**config.mk**
```make
export PLATFORM = sky130hd
export DESIGN_NAME = bitsine_seq
export DESIGN_NICKNAME = d
export VERILOG_FILES = /design/src/rtl/bitsine_pkg.sv /design/src/rtl/bitsine_slot_timer.sv /design/src/rtl/bitsine_quad_index.sv /design/src/rtl/bitsine_seq.sv
export SDC_FILE = /design/constraint.sdc
export NUM_CORES = 1
export LEC_CHECK = 0
export BUFFER_PORTS_ARGS = -buffer_cell sky130_fd_sc_hd__buf_2
export CAP_MARGIN = 5
export CELL_PAD_IN_SITES_DETAIL_PLACEMENT = 1
export CELL_PAD_IN_SITES_GLOBAL_PLACEMENT = 1
export CORE_ASPECT_RATIO = 1.2
export CORE_MARGIN = 1.5
export CORE_UTILIZATION = 47
export CTS_CLUSTER_SIZE = 28
export DETAILED_ROUTE_END_ITERATION = 8
export PLACE_DENSITY = 0.87
export SKIP_LAST_GASP = 1
export SYNTH_ARGS = -nofsm -noshare
export SYNTH_HDL_FRONTEND = slang
export SYNTH_SLANG_ARGS = --single-unit
```
**constraint.sdc**
```tcl
create_clock -name clk -period 4.29 [get_ports clk]
set_input_delay 0.858 -clock clk [delete_from_list [all_inputs] [get_ports clk]]
set_output_delay 0.858 -clock clk [all_outputs]
set_load 0.02 [all_outputs]
```
**src/rtl/bitsine_pkg.sv**
```systemverilog
package bitsine_pkg;
  typedef enum logic [1:0] {
    PH_IDLE  = 2'd0,
    PH_PULSE = 2'd1,
    PH_DEAD  = 2'd2
  } phase_t;
endpackage

```
**src/rtl/bitsine_slot_timer.sv**
```systemverilog
module bitsine_slot_timer
  import bitsine_pkg::*;
#(
  parameter int PULSE_W = 4,
  parameter int DT_W    = 16
) (
  input  logic            clk,
  input  logic            rst_n,
  input  logic            run,
  input  logic [DT_W-1:0] dead_time,
  output logic            in_pulse,
  output logic            slot_start,
  output logic            slot_last
);
  localparam int PWB = $clog2(PULSE_W + 1);
  localparam int CW  = (DT_W > PWB) ? DT_W : PWB;

  phase_t          phase_q;
  logic [CW-1:0]   cnt_q;
  logic [DT_W-1:0] dt_q;
  logic            pulse_end;
  logic            dead_end;

  assign pulse_end  = (phase_q == PH_PULSE) && (cnt_q == CW'(PULSE_W - 1));
  assign dead_end   = (phase_q == PH_DEAD) && (cnt_q == CW'(dt_q) - CW'(1));
  assign slot_last  = (pulse_end && (dt_q == '0)) || dead_end;
  assign in_pulse   = (phase_q == PH_PULSE);
  assign slot_start = in_pulse && (cnt_q == '0);

  always_ff @(posedge clk or negedge rst_n) begin
    if (!rst_n) begin
      phase_q <= PH_IDLE;
      cnt_q   <= '0;
      dt_q    <= '0;
    end else if (!run) begin
      phase_q <= PH_IDLE;
      cnt_q   <= '0;
    end else begin
      unique case (phase_q)
        PH_IDLE: begin
          phase_q <= PH_PULSE;
          cnt_q   <= '0;
          dt_q    <= dead_time;
        end
        PH_PULSE: begin
          if (pulse_end) begin
            cnt_q <= '0;
            if (dt_q == '0) dt_q <= dead_time;
            else            phase_q <= PH_DEAD;
          end else begin
            cnt_q <= cnt_q + CW'(1);
          end
        end
        PH_DEAD: begin
          if (dead_end) begin
            phase_q <= PH_PULSE;
            cnt_q   <= '0;
            dt_q    <= dead_time;
          end else begin
            cnt_q <= cnt_q + CW'(1);
          end
        end
        default: phase_q <= PH_IDLE;
      endcase
    end
  end
endmodule

```
**src/rtl/bitsine_quad_index.sv**
```systemverilog
module bitsine_quad_index #(
  parameter int QLEN = 54,
  parameter int IW   = 6
) (
  input  logic          clk,
  input  logic          rst_n,
  input  logic          run,
  input  logic          advance,
  output logic [IW-1:0] idx,
  output logic [1:0]    quad
);
  always_ff @(posedge clk or negedge rst_n) begin
    if (!rst_n) begin
      idx  <= '0;
      quad <= '0;
    end else if (!run) begin
      idx  <= '0;
      quad <= '0;
    end else if (advance) begin
      if (idx == IW'(QLEN - 1)) begin
        idx  <= '0;
        quad <= quad + 2'd1;
      end else begin
        idx <= idx + IW'(1);
      end
    end
  end
endmodule

```
**src/rtl/bitsine_seq.sv**
```systemverilog
module bitsine_seq #(
  parameter int              QLEN    = 54,
  parameter int              PULSE_W = 4,
  parameter logic [QLEN-1:0] PATTERN = 54'h3FFF_DDB6_A524_88
) (
  input  logic        clk,
  input  logic        rst_n,
  input  logic        enable,
  input  logic [15:0] dead_time,
  output logic        pin_oe,
  output logic        pin_out,
  output logic        cycle_start
);
  localparam int DT_W = 16;
  localparam int IW   = (QLEN > 1) ? $clog2(QLEN) : 1;

  logic          in_pulse;
  logic          slot_start;
  logic          slot_last;
  logic [IW-1:0] idx;
  logic [1:0]    quad;
  logic [IW-1:0] rd_idx;
  logic          sel_bit;
  logic          drive_hi;

  bitsine_slot_timer #(.PULSE_W(PULSE_W), .DT_W(DT_W)) timer_i (
    .clk(clk), .rst_n(rst_n), .run(enable), .dead_time(dead_time),
    .in_pulse(in_pulse), .slot_start(slot_start), .slot_last(slot_last)
  );

  bitsine_quad_index #(.QLEN(QLEN), .IW(IW)) index_i (
    .clk(clk), .rst_n(rst_n), .run(enable), .advance(slot_last),
    .idx(idx), .quad(quad)
  );

  // Odd quadrants read the quarter table backward.
  assign rd_idx   = quad[0] ? (IW'(QLEN - 1) - idx) : idx;
  assign sel_bit  = PATTERN[rd_idx];
  assign drive_hi = ~quad[1];

  assign pin_oe      = enable & in_pulse & sel_bit;
  assign pin_out     = pin_oe & drive_hi;
  assign cycle_start = enable & slot_start & (quad == 2'd0) & (idx == '0);
endmodule

```
# [After elaboration in Yosys (flattened, before gate mapping)]
# Memory sizes are Yosys's and may differ from the RTL's.
# Index checks and enable logic that the tools add are counted.
[word_totals] mem_bits_ro=64 output_inout_bits=3 regBits=42 memories=1 input_bits=19 elab_cells=68
[mem_list] name="(name not given)" depth=64 width=1 rd=1 rd_clocked_by_memory_dff=0 wr=0 line_no="bitsine_seq.sv:38" text="assign sel_bit = PATTERN[rd_idx];"
[classes] add_sub_neg=5 n_eq_ne=14 bitwise=7 n_reduce_logical=14 n_lt_le_gt_ge=1 muxes=21
[op_table] cell="$mux W16" count=6
[op_table] cell="$pmux W16 S3" count=2
[op_table] cell="$logic_not A16 Y1" count=2
[op_table] cell="$mux W6" count=4
[op_table] cell="$add A16 B1 Y16 const B" count=1
[op_table] cell="$eq A16 B16 Y1" count=1
[op_table] cell="$eq A16 B2 Y1 const B" count=1
[op_table] cell="$sub A16 B1 Y16 const B" count=1
[op_table] cell="$mux W2" count=7
[op_table] cell="$ne A2 B1 Y1 const B" count=5
[op_table] cell="$lt A6 B7 Y1 const B" count=1
[op_table] cell="$add A6 B1 Y6 const B" count=1
[op_table] cell="$and A1 B1 Y1" count=6
[op_table] cell="$eq A6 B6 Y1 const B" count=1
[op_table] cell="$logic_not A6 Y1" count=1
[op_table] cell="$ne A3 B2 Y1 const B" count=2
[op_table] cell="$pmux W2 S3" count=1
[op_table] cell="$sub A6 B6 Y6 const A" count=1
[op_table] cell="$reduce_and A5 Y1" count=1
[op_table] cell="$logic_and A1 B1 Y1" count=4
[op_table] cell="$logic_not A2 Y1" count=2
[op_table] cell="$ne A4 B1 Y1 const B" count=1
[op_table] cell="$ne A3 B3 Y1 const B" count=1
[op_table] cell="$reduce_and A3 Y1" count=1
[op_table] cell="8 further kinds" count=8

# [Logic depth before layout (Yosys ltp)]
# Gate-level depths: netlist of the first run.
[logic_depth] word_depth=6 mapped_depth=12

# [Hierarchy]
# A second synthesis of the first run with hierarchy kept.
[unflattened] hier_cells=352 area_unflattened_um2=3239.4
[by_module_without_submodules] module="bitsine_slot_timer" n_inst=1 cells_per_inst=261 area_each_um2=2456.1
[by_module_without_submodules] module="bitsine_quad_index" n_inst=1 cells_per_inst=42 area_each_um2=454.2
[by_module_without_submodules] module="bitsine_seq" n_inst=1 cells_per_inst=49 area_each_um2=329.1

# [Least setup slack after synthesis of the first run]
# OpenSTA, ideal clock, no wires.
[synth_path] path_type="flip-flop to flip-flop" from="register timer_i.dt_q[0]" to="register timer_i.dt_q[0]" arrival_ns=3.378 stages_incl_launch_ff=13 setup_slack_ns=0.787 setup_ns=0.125 path_cell_list="dfrtp_1 > inv_1 > ha_1 > or4b_1 > nor4_2 > mux2i_1 > or3b_1 > a211o_1 > o21a_1 > buf_6 > nor3_4 > buf_12 > mux2_4"
[synth_via] elab_chain_len=5
[synth_lines] element="start, declared" line_no="bitsine_slot_timer.sv:20" text="logic [DT_W-1:0] dt_q;"
[synth_lines] element="start signal, assigned" line_no="bitsine_slot_timer.sv:43" text="dt_q <= dead_time;"
[synth_lines] element="start signal, assigned" line_no="bitsine_slot_timer.sv:48" text="if (dt_q == '0) dt_q <= dead_time;"
[synth_lines] element="start signal, assigned" line_no="bitsine_slot_timer.sv:58" text="dt_q <= dead_time;"
[synth_lines] element="$sub A16 B1 Y16" line_no="bitsine_slot_timer.sv:25" text="assign dead_end = (phase_q == PH_DEAD) && (cnt_q == CW'(dt_q) - CW'(1));"
[synth_lines] element="$eq A16 B16 Y1" line_no="bitsine_slot_timer.sv:25"
[synth_lines] element="$logic_and A1 B1 Y1" line_no="bitsine_slot_timer.sv:25"
[synth_lines] element="$ne A2 B1 Y1 (no source line)"
[synth_lines] element="$reduce_and A5 Y1 (no source line) *"
# Mark *: on every way between the ends. The rest lies on a longest branch, timed or not.
# A chain may end at the register's enable or synchronous reset.

# [Worst setup path after layout of the first run]
[layout_path] from="register timer_i.dt_q[0]" to="register timer_i.cnt_q[14]"
[layout_via] elab_chain_len=6
[layout_lines] element="$sub A16 B1 Y16" line_no="bitsine_slot_timer.sv:25"
[layout_lines] element="$eq A16 B16 Y1" line_no="bitsine_slot_timer.sv:25"
[layout_lines] element="$logic_and A1 B1 Y1" line_no="bitsine_slot_timer.sv:25"
[layout_lines] element="$mux W16" line_no="bitsine_slot_timer.sv:55" text="if (dead_end) begin"
[layout_lines] element="$pmux W16 S3" line_no="bitsine_slot_timer.sv:39" text="unique case (phase_q)"
[layout_lines] element="$mux W16" line_no="bitsine_slot_timer.sv:35" text="end else if (!run) begin"
[layout_lines] element="end signal, assigned" line_no="bitsine_slot_timer.sv:51" text="cnt_q <= cnt_q + CW'(1);"
[layout_lines] element="end signal, assigned" line_no="bitsine_slot_timer.sv:60" text="cnt_q <= cnt_q + CW'(1);"
[layout_lines] element="end, declared" line_no="bitsine_slot_timer.sv:19" text="logic [CW-1:0] cnt_q;"
# No other way between the ends.

==> key figures, run 1 <==
CTS
  – Reg clk slew, reported paths: roughly 0.080 ns
  – Worst-Skew Late Latency: ~0.30 ns
  – CTS buffer count: 5
  – Resized cells post-CTS: 0
  – H-Tree Depth: 2
  – Post-CTS Setup Inserts: 0
  – CTS Hold Buffers Added: 0
  – CTS Sinks: between 40 and 50
  – Clk buf depth: 2
  – CTS tree: built
  – Root Buffer: clkbuf_8

Critical path
  – Slowest-stage cell, CP: or4b_1
  – Worst EP arrival: between 3 and 4 ns
  – R2R Setup Slk: ~0.46 ns
  – Critical path, cell by cell: inv_1 -> ha_1 -> or4b_1 -> nor4_2 -> mux2i_1 -> or3b_1 -> a211o_1 -> o21a_1 -> buf_4 -> o21ai_0 -> o211ai_1
  – CP bufs+invs: 2
  – CP max stage delay: ~0.57 ns
  – R2r startpoint: timer_i.dt_q[0]$_DFFE_PN0P_
  – Crit path max fanout: 16
  – WP depth: 11
  – Reg2Reg Capture Point: timer_i.cnt_q[14]$_DFFE_PN0P_
  – Critical path required time: between 4 and 5 ns
  – Setup crit start: timer_i.dt_q[0]$_DFFE_PN0P_
  – Top Family by Delay on Critical Path: compound AO/OA/AOI/OAI gates
  – CP Capture Type: flop
  – FF-to-FF path depth: 11
  – WS Path Type: flop to flop
  – End point of the critical path: timer_i.cnt_q[14]$_DFFE_PN0P_
  – CP Launch Type: flop

Timing
  – Fin. max-slew vios: 0
  – Fin Setup TNS: 0 ns
  – Max-slew headroom: 0.342
  – PnR worst setup slack: between 0.4 and 0.5 ns
  – RSZ-0062 raised after global routing: false
  – Tmin final: 3.83 ns
  – Fin crit share: 0.892
  – Final count of negative-setup-slack endpoints: 0
  – Fin. Hold Viols: 0
  – FMAX: 261 MHz
  – Least-Margin Pin Slew: a little under 1 ns
  – Layout Skew: 0.00454 ns

Route
  – DR WL/cell: between 15 and 20 µm
  – Final ANT Viol Nets: 0
  – Drt drc: 0
  – DR iter-0 viols: around 120
  – Via count: 2871
  – WL final: ~9 mm
  – Routed vias/inst: approximately 6.0
  – DRT Pass-1 Iters: 4

GRT
  – Grt ovf: 0
  – First-pass GRT wire length: approximately 15 mm
  – Grt met1 use: 0.294
  – Initial antenna violation count: 0
  – GR Util met2: 0.482
  – Met3 global-route usage: 0.0379
  – Total track usage: 0.263
  – Most used routing layer: met2
  – Number of global-route vias before repair: around 3100
  – Pin count of the biggest net entering global routing: between 40 and 50

Place
  – Pre-CTS WS: about 0.48 ns
  – Dpl hpwl: approximately 6.4 mm
  – Placement-stage cell area: 3400 µm²
  – Port buffer count: 21
  – RD Place Congestion: about 0.86

Finish
  – Layout cell share with drive strength beyond 1: 0.155
  – Layout net count: between 400 and 500
  – Area grow syn2layout: 7.92%
  – Multi-input gate area: approximately 2000 µm²
  – Final Cell Area: 3510 µm²
  – ANT cells: 0
  – Fillers: 811
  – FF/Latch Area: between 1000 and 1500 µm²

Yosys
  – Post-synthesis simple-gate area fraction: 0.267
  – Cell variety after synth: 53
  – Syn Inst Count: between 300 and 400
  – Synth warnings: 0
  – Main combinational cell family by area after synthesis: simple AND/OR/NAND/NOR gates
  – XOR/XNOR Fraction of Synth Area: 0.0592
  – Post-Syn Area: ~3300 µm²
  – Async SR Flop Fraction: 1.00
  – Net Count, Synth: roughly 410
  – Post-Synth Adder-Cell Area: 0.0692
  – Post-synth EDFFs: 0
  – Sequential area share after synthesis: 0.323
  – Synth Area in Compound Gates: 0.130
  – #FFs+latches synth: 42
  – Dominant synthesized flop cell: dfrtp_1
  – Mean Syn Cell Area: slightly below 9 µm²
  – Multiplexer share of the synthesized area: 0.0884

Run status
  – Outcome: complete, no violations

Floorplanning
  – CORE AREA: 6770 µm²
  – Die area: roughly 7400 µm²
  – Width of the die: about 80 µm
  – IO Pins: 22
  – Initial core utilization: 0.481
  – Die span in y: around 94 µm
  – Rows: 33

Power and ir drop
  – Pwr Total: ~1.8 mW
  – Peak VDD IR: ~0.00026 V
  – P_leak: roughly 1.5 nW
  – PwrDens: between 500 and 600 nW/µm²

Min path
  – Hold Crit Class: flop to flop
  – Hold path startpoint: index_i.quad[1]$_DFFE_PN0P_

Job
  – Max-cap violations: 0
-- cell type report --
cell class | count | area share
multi-input combinational | 289 | 0.574
timing repair buffer | 26 | 0.0406
inverter | 23 | 0.0246
tap | 87 | 0.0310
clock buffer | 5 | 0.0196
sequential | 42 | 0.299
clock inverter | 3 | 0.0114
-- worst reg2reg max path, delay by kind of cell, from the launching register on --
kind	cells	cell delay (ns)
AOI/OAI and AO/OA	4	1.31
buffers and inverters	2	0.30
adders and majority gates	1	0.20
and+or+nand+nor	3	1.30
muxes	1	0.12
DFF	1	0.45
-- cells by family after synthesis --
family | after synthesis
AND/OR/NAND/NOR | 167
AO/OA/AOI/OAI | 59
buffers and inverters | 45
flip-flops | 42
multiplexers | 23
XOR/XNOR | 22
adder cells (fa/ha/maj) | 18
-- synthesized netlist by cell type, types with 2 or more instances --
master / n / area share
and4b_1: 2 / 0.0062
mux2i_1: 7 / 0.022
inv_1: 23 / 0.027
nand3b_1: 2 / 0.0046
clkbuf_1: 16 / 0.018
nor3_1: 11 / 0.017
or2_2: 7 / 0.013
o22ai_1: 2 / 0.0038
or4_1: 4 / 0.0092
dfrtp_1: 42 / 0.32
nand4_1: 4 / 0.0077
nor2_1: 24 / 0.028
a211oi_1: 4 / 0.0092
nand2_1: 55 / 0.063
mux2_2: 6 / 0.021
and2_1: 10 / 0.019
nand2b_1: 2 / 0.0038
buf_6: 2 / 0.0069
xnor2_1: 14 / 0.038
xor2_1: 8 / 0.022
nor2b_1: 6 / 0.012
or3_1: 5 / 0.0096
nand3_1: 11 / 0.017
nor4b_1: 2 / 0.0054
ha_1: 18 / 0.069
mux2_4: 10 / 0.046
o221ai_1: 11 / 0.030
nor4_1: 13 / 0.025
o21ai_0: 13 / 0.020
a21oi_1: 4 / 0.0062
nor3b_1: 2 / 0.0046
a32o_1: 2 / 0.0062
o311ai_0: 2 / 0.0054
o211ai_1: 11 / 0.025
buf_2: 3 / 0.0046
-- through the flow --
step / hold WS [ns] / utilization / instances
finish: 0.597 / 0.519 / 475
detailed placement: 0.578 / 0.503 / 467
floorplan: 0.521 / - / 376
global placement: 0.567 / 0.503 / 467
global route: 0.614 / 0.519 / 475
CTS: 0.601 / 0.519 / 475
-- flip-flops by register name, indices dropped and copies added (netlist names) --
name	cells
index_i.quad	2
index_i.idx	6
timer_i.phase_q	2
timer_i.dt_q	16
timer_i.cnt_q	16
-- layout by cell type (no fill, tap or decap), drive strengths merged, types with 4 or more instances in the layout --
| cell | count |
|---|---|
| a211oi | 4 |
| a21oi | 4 |
| and2 | 11 |
| buf | 26 |
| clkbuf | 5 |
| dfrtp | 42 |
| ha | 18 |
| inv | 23 |
| mux2 | 16 |
| mux2i | 7 |
| nand2 | 55 |
| nand3 | 11 |
| nand4 | 4 |
| nor2 | 24 |
| nor2b | 6 |
| nor3 | 12 |
| nor4 | 14 |
| o211ai | 11 |
| o21ai | 14 |
| o221ai | 11 |
| or2 | 7 |
| or3 | 5 |
| or4 | 4 |
| xnor2 | 14 |
| xor2 | 8 |
-- where the power goes --
part	switching (mW)	total [mW]	internal, mW	leakage, nW
clock network	0.147	0.319	0.172	0.0579
registers	0.183	0.679	0.496	0.543
logic	0.452	0.832	0.380	0.914
total	0.782	1.83	1.05	1.51
-- worst min-delay path by stage --
stage                                    to  slack [ns]  depth (start not counted)
2_1_floorplan   index_i.quad[1]$_DFFE_PN0P_        0.52                          2
3_3_place_gp    index_i.quad[1]$_DFFE_PN0P_        0.57                          2
3_5_place_dp   timer_i.dt_q[15]$_DFFE_PN0P_        0.58                          1
4_1_cts        timer_i.dt_q[15]$_DFFE_PN0P_        0.60                          1
5_1_grt        timer_i.dt_q[15]$_DFFE_PN0P_        0.61                          1
6_report        index_i.quad[1]$_DFFE_PN0P_        0.60                          2
-- per-layer routing --
layer | part of all wire | vias up
li1 | - | 1354
met5 | 0 | -
met1 | 0.41 | 1443
met2 | 0.53 | 53
met4 | 0.035 | 0
met3 | 0.027 | 21
Note: power is estimated with default switching activity, not from simulation.
==> run 2: changes to the inputs <==
--- a/config.mk
+++ b/config.mk
@@ -5,16 +5,18 @@
 export SDC_FILE = /design/constraint.sdc
 export NUM_CORES = 1
 export LEC_CHECK = 0
+export ABC_AREA = 1
 export BUFFER_PORTS_ARGS = -buffer_cell sky130_fd_sc_hd__buf_2
 export CAP_MARGIN = 5
 export CELL_PAD_IN_SITES_DETAIL_PLACEMENT = 1
 export CELL_PAD_IN_SITES_GLOBAL_PLACEMENT = 1
 export CORE_ASPECT_RATIO = 1.2
 export CORE_MARGIN = 1.5
-export CORE_UTILIZATION = 47
+export CORE_UTILIZATION = 45
 export CTS_CLUSTER_SIZE = 28
 export DETAILED_ROUTE_END_ITERATION = 8
 export PLACE_DENSITY = 0.87
+export REMOVE_ABC_BUFFERS = 1
 export SKIP_LAST_GASP = 1
 export SYNTH_ARGS = -nofsm -noshare
 export SYNTH_HDL_FRONTEND = slang
==> run 2 against run 1 <==
Effect of this change:
- synthesized cell count grew 27%
- setup slack gained 0.59 ns
- global-route usage decreased by 2.5 points
- sequential power down 9.1%
- critical path type is now flop to output pin
- critical endpoint is now pin_out
- highest routed layer unchanged
==> key figures, run 2 <==
Run status
  – Outcome: complete, no violations

Floorplanning
  – IO Pins: 22
  – CORE AREA: about 7300 µm²
  – Die span in y: between 90 and 100 µm
  – Width of the die: approximately 83 µm
  – Rows: 34
  – Die area: about 8200 µm²
  – Initial core utilization: 0.468

Critical path
  – Reg2Reg Capture Point: timer_i.dt_q[6]$_DFFE_PN0P_
  – CP max stage delay: about 0.49 ns
  – CP bufs+invs: 2
  – Crit path max fanout: 7
  – Worst EP arrival: about 2.4 ns
  – Critical path, cell by cell: inv_1 -> ha_1 -> nand2_1 -> o21ai_1 -> xnor2_1 -> o211ai_1 -> a21oi_1 -> nor4_1 -> buf_2
  – Top Family by Delay on Critical Path: compound AO/OA/AOI/OAI gates
  – Slowest-stage cell, CP: dfrtp_1
  – FF-to-FF path depth: 10
  – CP Launch Type: flop
  – WS Path Type: flop to output pin
  – R2r startpoint: timer_i.dt_q[0]$_DFFE_PN0P_
  – Critical path required time: 3.43 ns
  – CP Capture Type: output pin
  – R2R Setup Slk: 1.64 ns

Job
  – Max-cap violations: 0

Yosys
  – Sequential area share after synthesis: 0.307
  – Most common cell in the synthesized netlist: nand2_1
  – Top-area cell type share of the netlist area: 0.307
  – #FFs+latches synth: 42
  – Top cell type by total area after synthesis: dfrtp_1
  – Mean Syn Cell Area: about 7 µm²
  – Area contributors post-synth: dfrtp_1 (31%), nand2_1 (12%), inv_1 (8.4%)
  – Post-synth EDFFs: 0
  – Synth warnings: 0
  – Post-Syn Area: about 3400 µm²
  – Dominant synthesized flop cell: dfrtp_1
  – Cell variety after synth: 33
  – Async SR Flop Fraction: 1.00
  – Syn Inst Count: between 400 and 500
  – Synth top cells by count: nand2_1 (107), inv_1 (77), nand3_1 (43)

Place
  – Placement-stage cell area: between 3000 and 4000 µm²
  – Pre-CTS WS: 1.38 ns
  – Dpl hpwl: around 6.9 mm
  – Placed Instances: between 500 and 600
  – Port buffer count: 21
  – RD Place Congestion: ~0.91

Power and ir drop
  – Peak VDD IR: ~0.00025 V
  – P_leak: around 1.8 nW
  – PwrDens: approximately 530 nW/µm²

Finish
  – Final Cell Area: 3690 µm²
  – Most common cell after layout, fill and taps aside: nand2_1
  – Layout cell share with drive strength beyond 1: 0.159
  – Layout net count: around 530
  – ANT cells: 0
  – Largest regs: timer_i.cnt_q x16, timer_i.dt_q x16, index_i.idx x6
  – Post-Route Utilization: 0.504
  – Area grow syn2layout: 7.63%
  – Layout Cells excl Fill: between 500 and 600
  – Most frequent cells in the layout: nand2_1 (107), inv_1 (77), nand3_1 (43), dfrtp_1 (42), nor2_1 (36)

Timing
  – Layout Skew: about 0.01 ns
  – Fin crit share: 0.754
  – Tmin final: roughly 3.2 ns
  – RSZ-0062 raised after global routing: false
  – Fin Setup TNS: 0 ns
  – PnR worst setup slack: ~1.1 ns
  – Least-Margin Pin Slew: between 0.9 and 1 ns
  – Final count of negative-setup-slack endpoints: 0
  – FMAX: 309 MHz
  – Fin. max-slew vios: 0
  – Fin. Hold Viols: 0
  – Max-slew headroom: 0.340

CTS
  – Root Buffer: clkbuf_8
  – Reg clk slew, reported paths: roughly 0.090 ns
  – CTS Hold Buffers Added: 0
  – Worst-Skew Late Latency: 0.31 ns
  – Resized cells post-CTS: 0
  – H-Tree Depth: 2
  – CTS Sinks: 42
  – CTS tree: built
  – Post-CTS Setup Inserts: 0
  – Clk buf depth: 2
  – CTS buffer count: 5

GRT
  – Initial antenna violation count: 0
  – Pin count of the biggest net entering global routing: 43
  – First-pass GRT wire length: between 15 and 20 mm
  – Number of global-route vias before repair: between 3000 and 4000
  – Total track usage: 0.239
  – Grt ovf: 0

Route
  – WL final: between 8 and 9 mm
  – DRT Pass-1 Iters: 4
  – Via count: 3129
  – DR WL/cell: 15.3 µm
  – Drt drc: 0
  – DR iter-0 viols: ~160
  – Final ANT Viol Nets: 0
  – Routed vias/inst: about 5.3

Min path
  – Hold endpoint: index_i.quad[1]$_DFFE_PN0P_
  – Hold path depth: 2
  – Hold path startpoint: index_i.quad[1]$_DFFE_PN0P_
  – Hold Crit Class: flop to flop
-- run 2: changes by cell type in the layout (fill, tap and decap cells not counted), moves of 12 or more --
cell / delta
o21ai_2: +16
nor2_1: +12
nand3_1: +32
xor2_1: +12
nand2_2: +13
nand2_1: +52
inv_1: +54
-- run 2: logic make-up (layout without fill, tap and decap cells) --
kind of cell | count (synthesis) | count (layout) | share of synthesized area
AOI/OAI and AO/OA | 56 | 56 | 0.106
DFF | 42 | 42 | 0.307
xor gates and xnor gates | 26 | 26 | 0.0664
adders and majority gates | 18 | 18 | 0.0657
and+or+nand+nor | 248 | 248 | 0.348
buffers and inverters | 87 | 106 | 0.107
-- run 2: final cells by class --
class | instances | area (µm²)
timing repair buffer | 22 | 113
clock inverter | 1 | 30.0
clock buffer | 6 | 82.6
multi-input combinational | 348 | 2010
fill | 965 | 3630
inverter | 77 | 289
tap | 90 | 113
sequential | 42 | 1050
-- run 2: per-stage QoR --
step | power (mW) | hold WS [ns]
global route | 2.12 | 0.545
CTS | 1.97 | 0.530
detailed placement | 1.62 | 0.505
floorplan | 1.35 | 0.464
global placement | 1.55 | 0.494
finish | 1.96 | 0.526
-- run 2: routing by layer --
metal	routed length, µm	global-route usage
met3	171	0.0250
met2	4820	0.442
met4	258	0.0987
met1	3720	0.268
met5	0	0
-- run 2: how the worst max path moves through the flow --
stage,from,to,slack (ns),cells past startpoint
2_1_floorplan,index_i.quad[0]$_DFFE_PN0P_,pin_out,1.37,8
3_3_place_gp,index_i.idx[1]$_DFFE_PN0P_,pin_out,1.59,9
3_5_place_dp,index_i.idx[1]$_DFFE_PN0P_,pin_out,1.38,9
4_1_cts,index_i.idx[1]$_DFFE_PN0P_,pin_out,1.03,9
5_1_grt,index_i.quad[0]$_DFFE_PN0P_,pin_out,0.82,9
6_report,index_i.idx[1]$_DFFE_PN0P_,pin_out,1.05,9
-- run 2: report_power, final --
group / switching (mW) / total [mW] / internal (mW)
Sequential: 0.129 / 0.617 / 0.488
Combinational: 0.672 / 1.01 / 0.334
Clock: 0.151 / 0.338 / 0.187
-- run 2: tightest hold or removal path: stages, from the launching register on --
cell and delay [ns]:
dfrtp_1 0.38, nand2_1 0.07, nand2_1 0.05
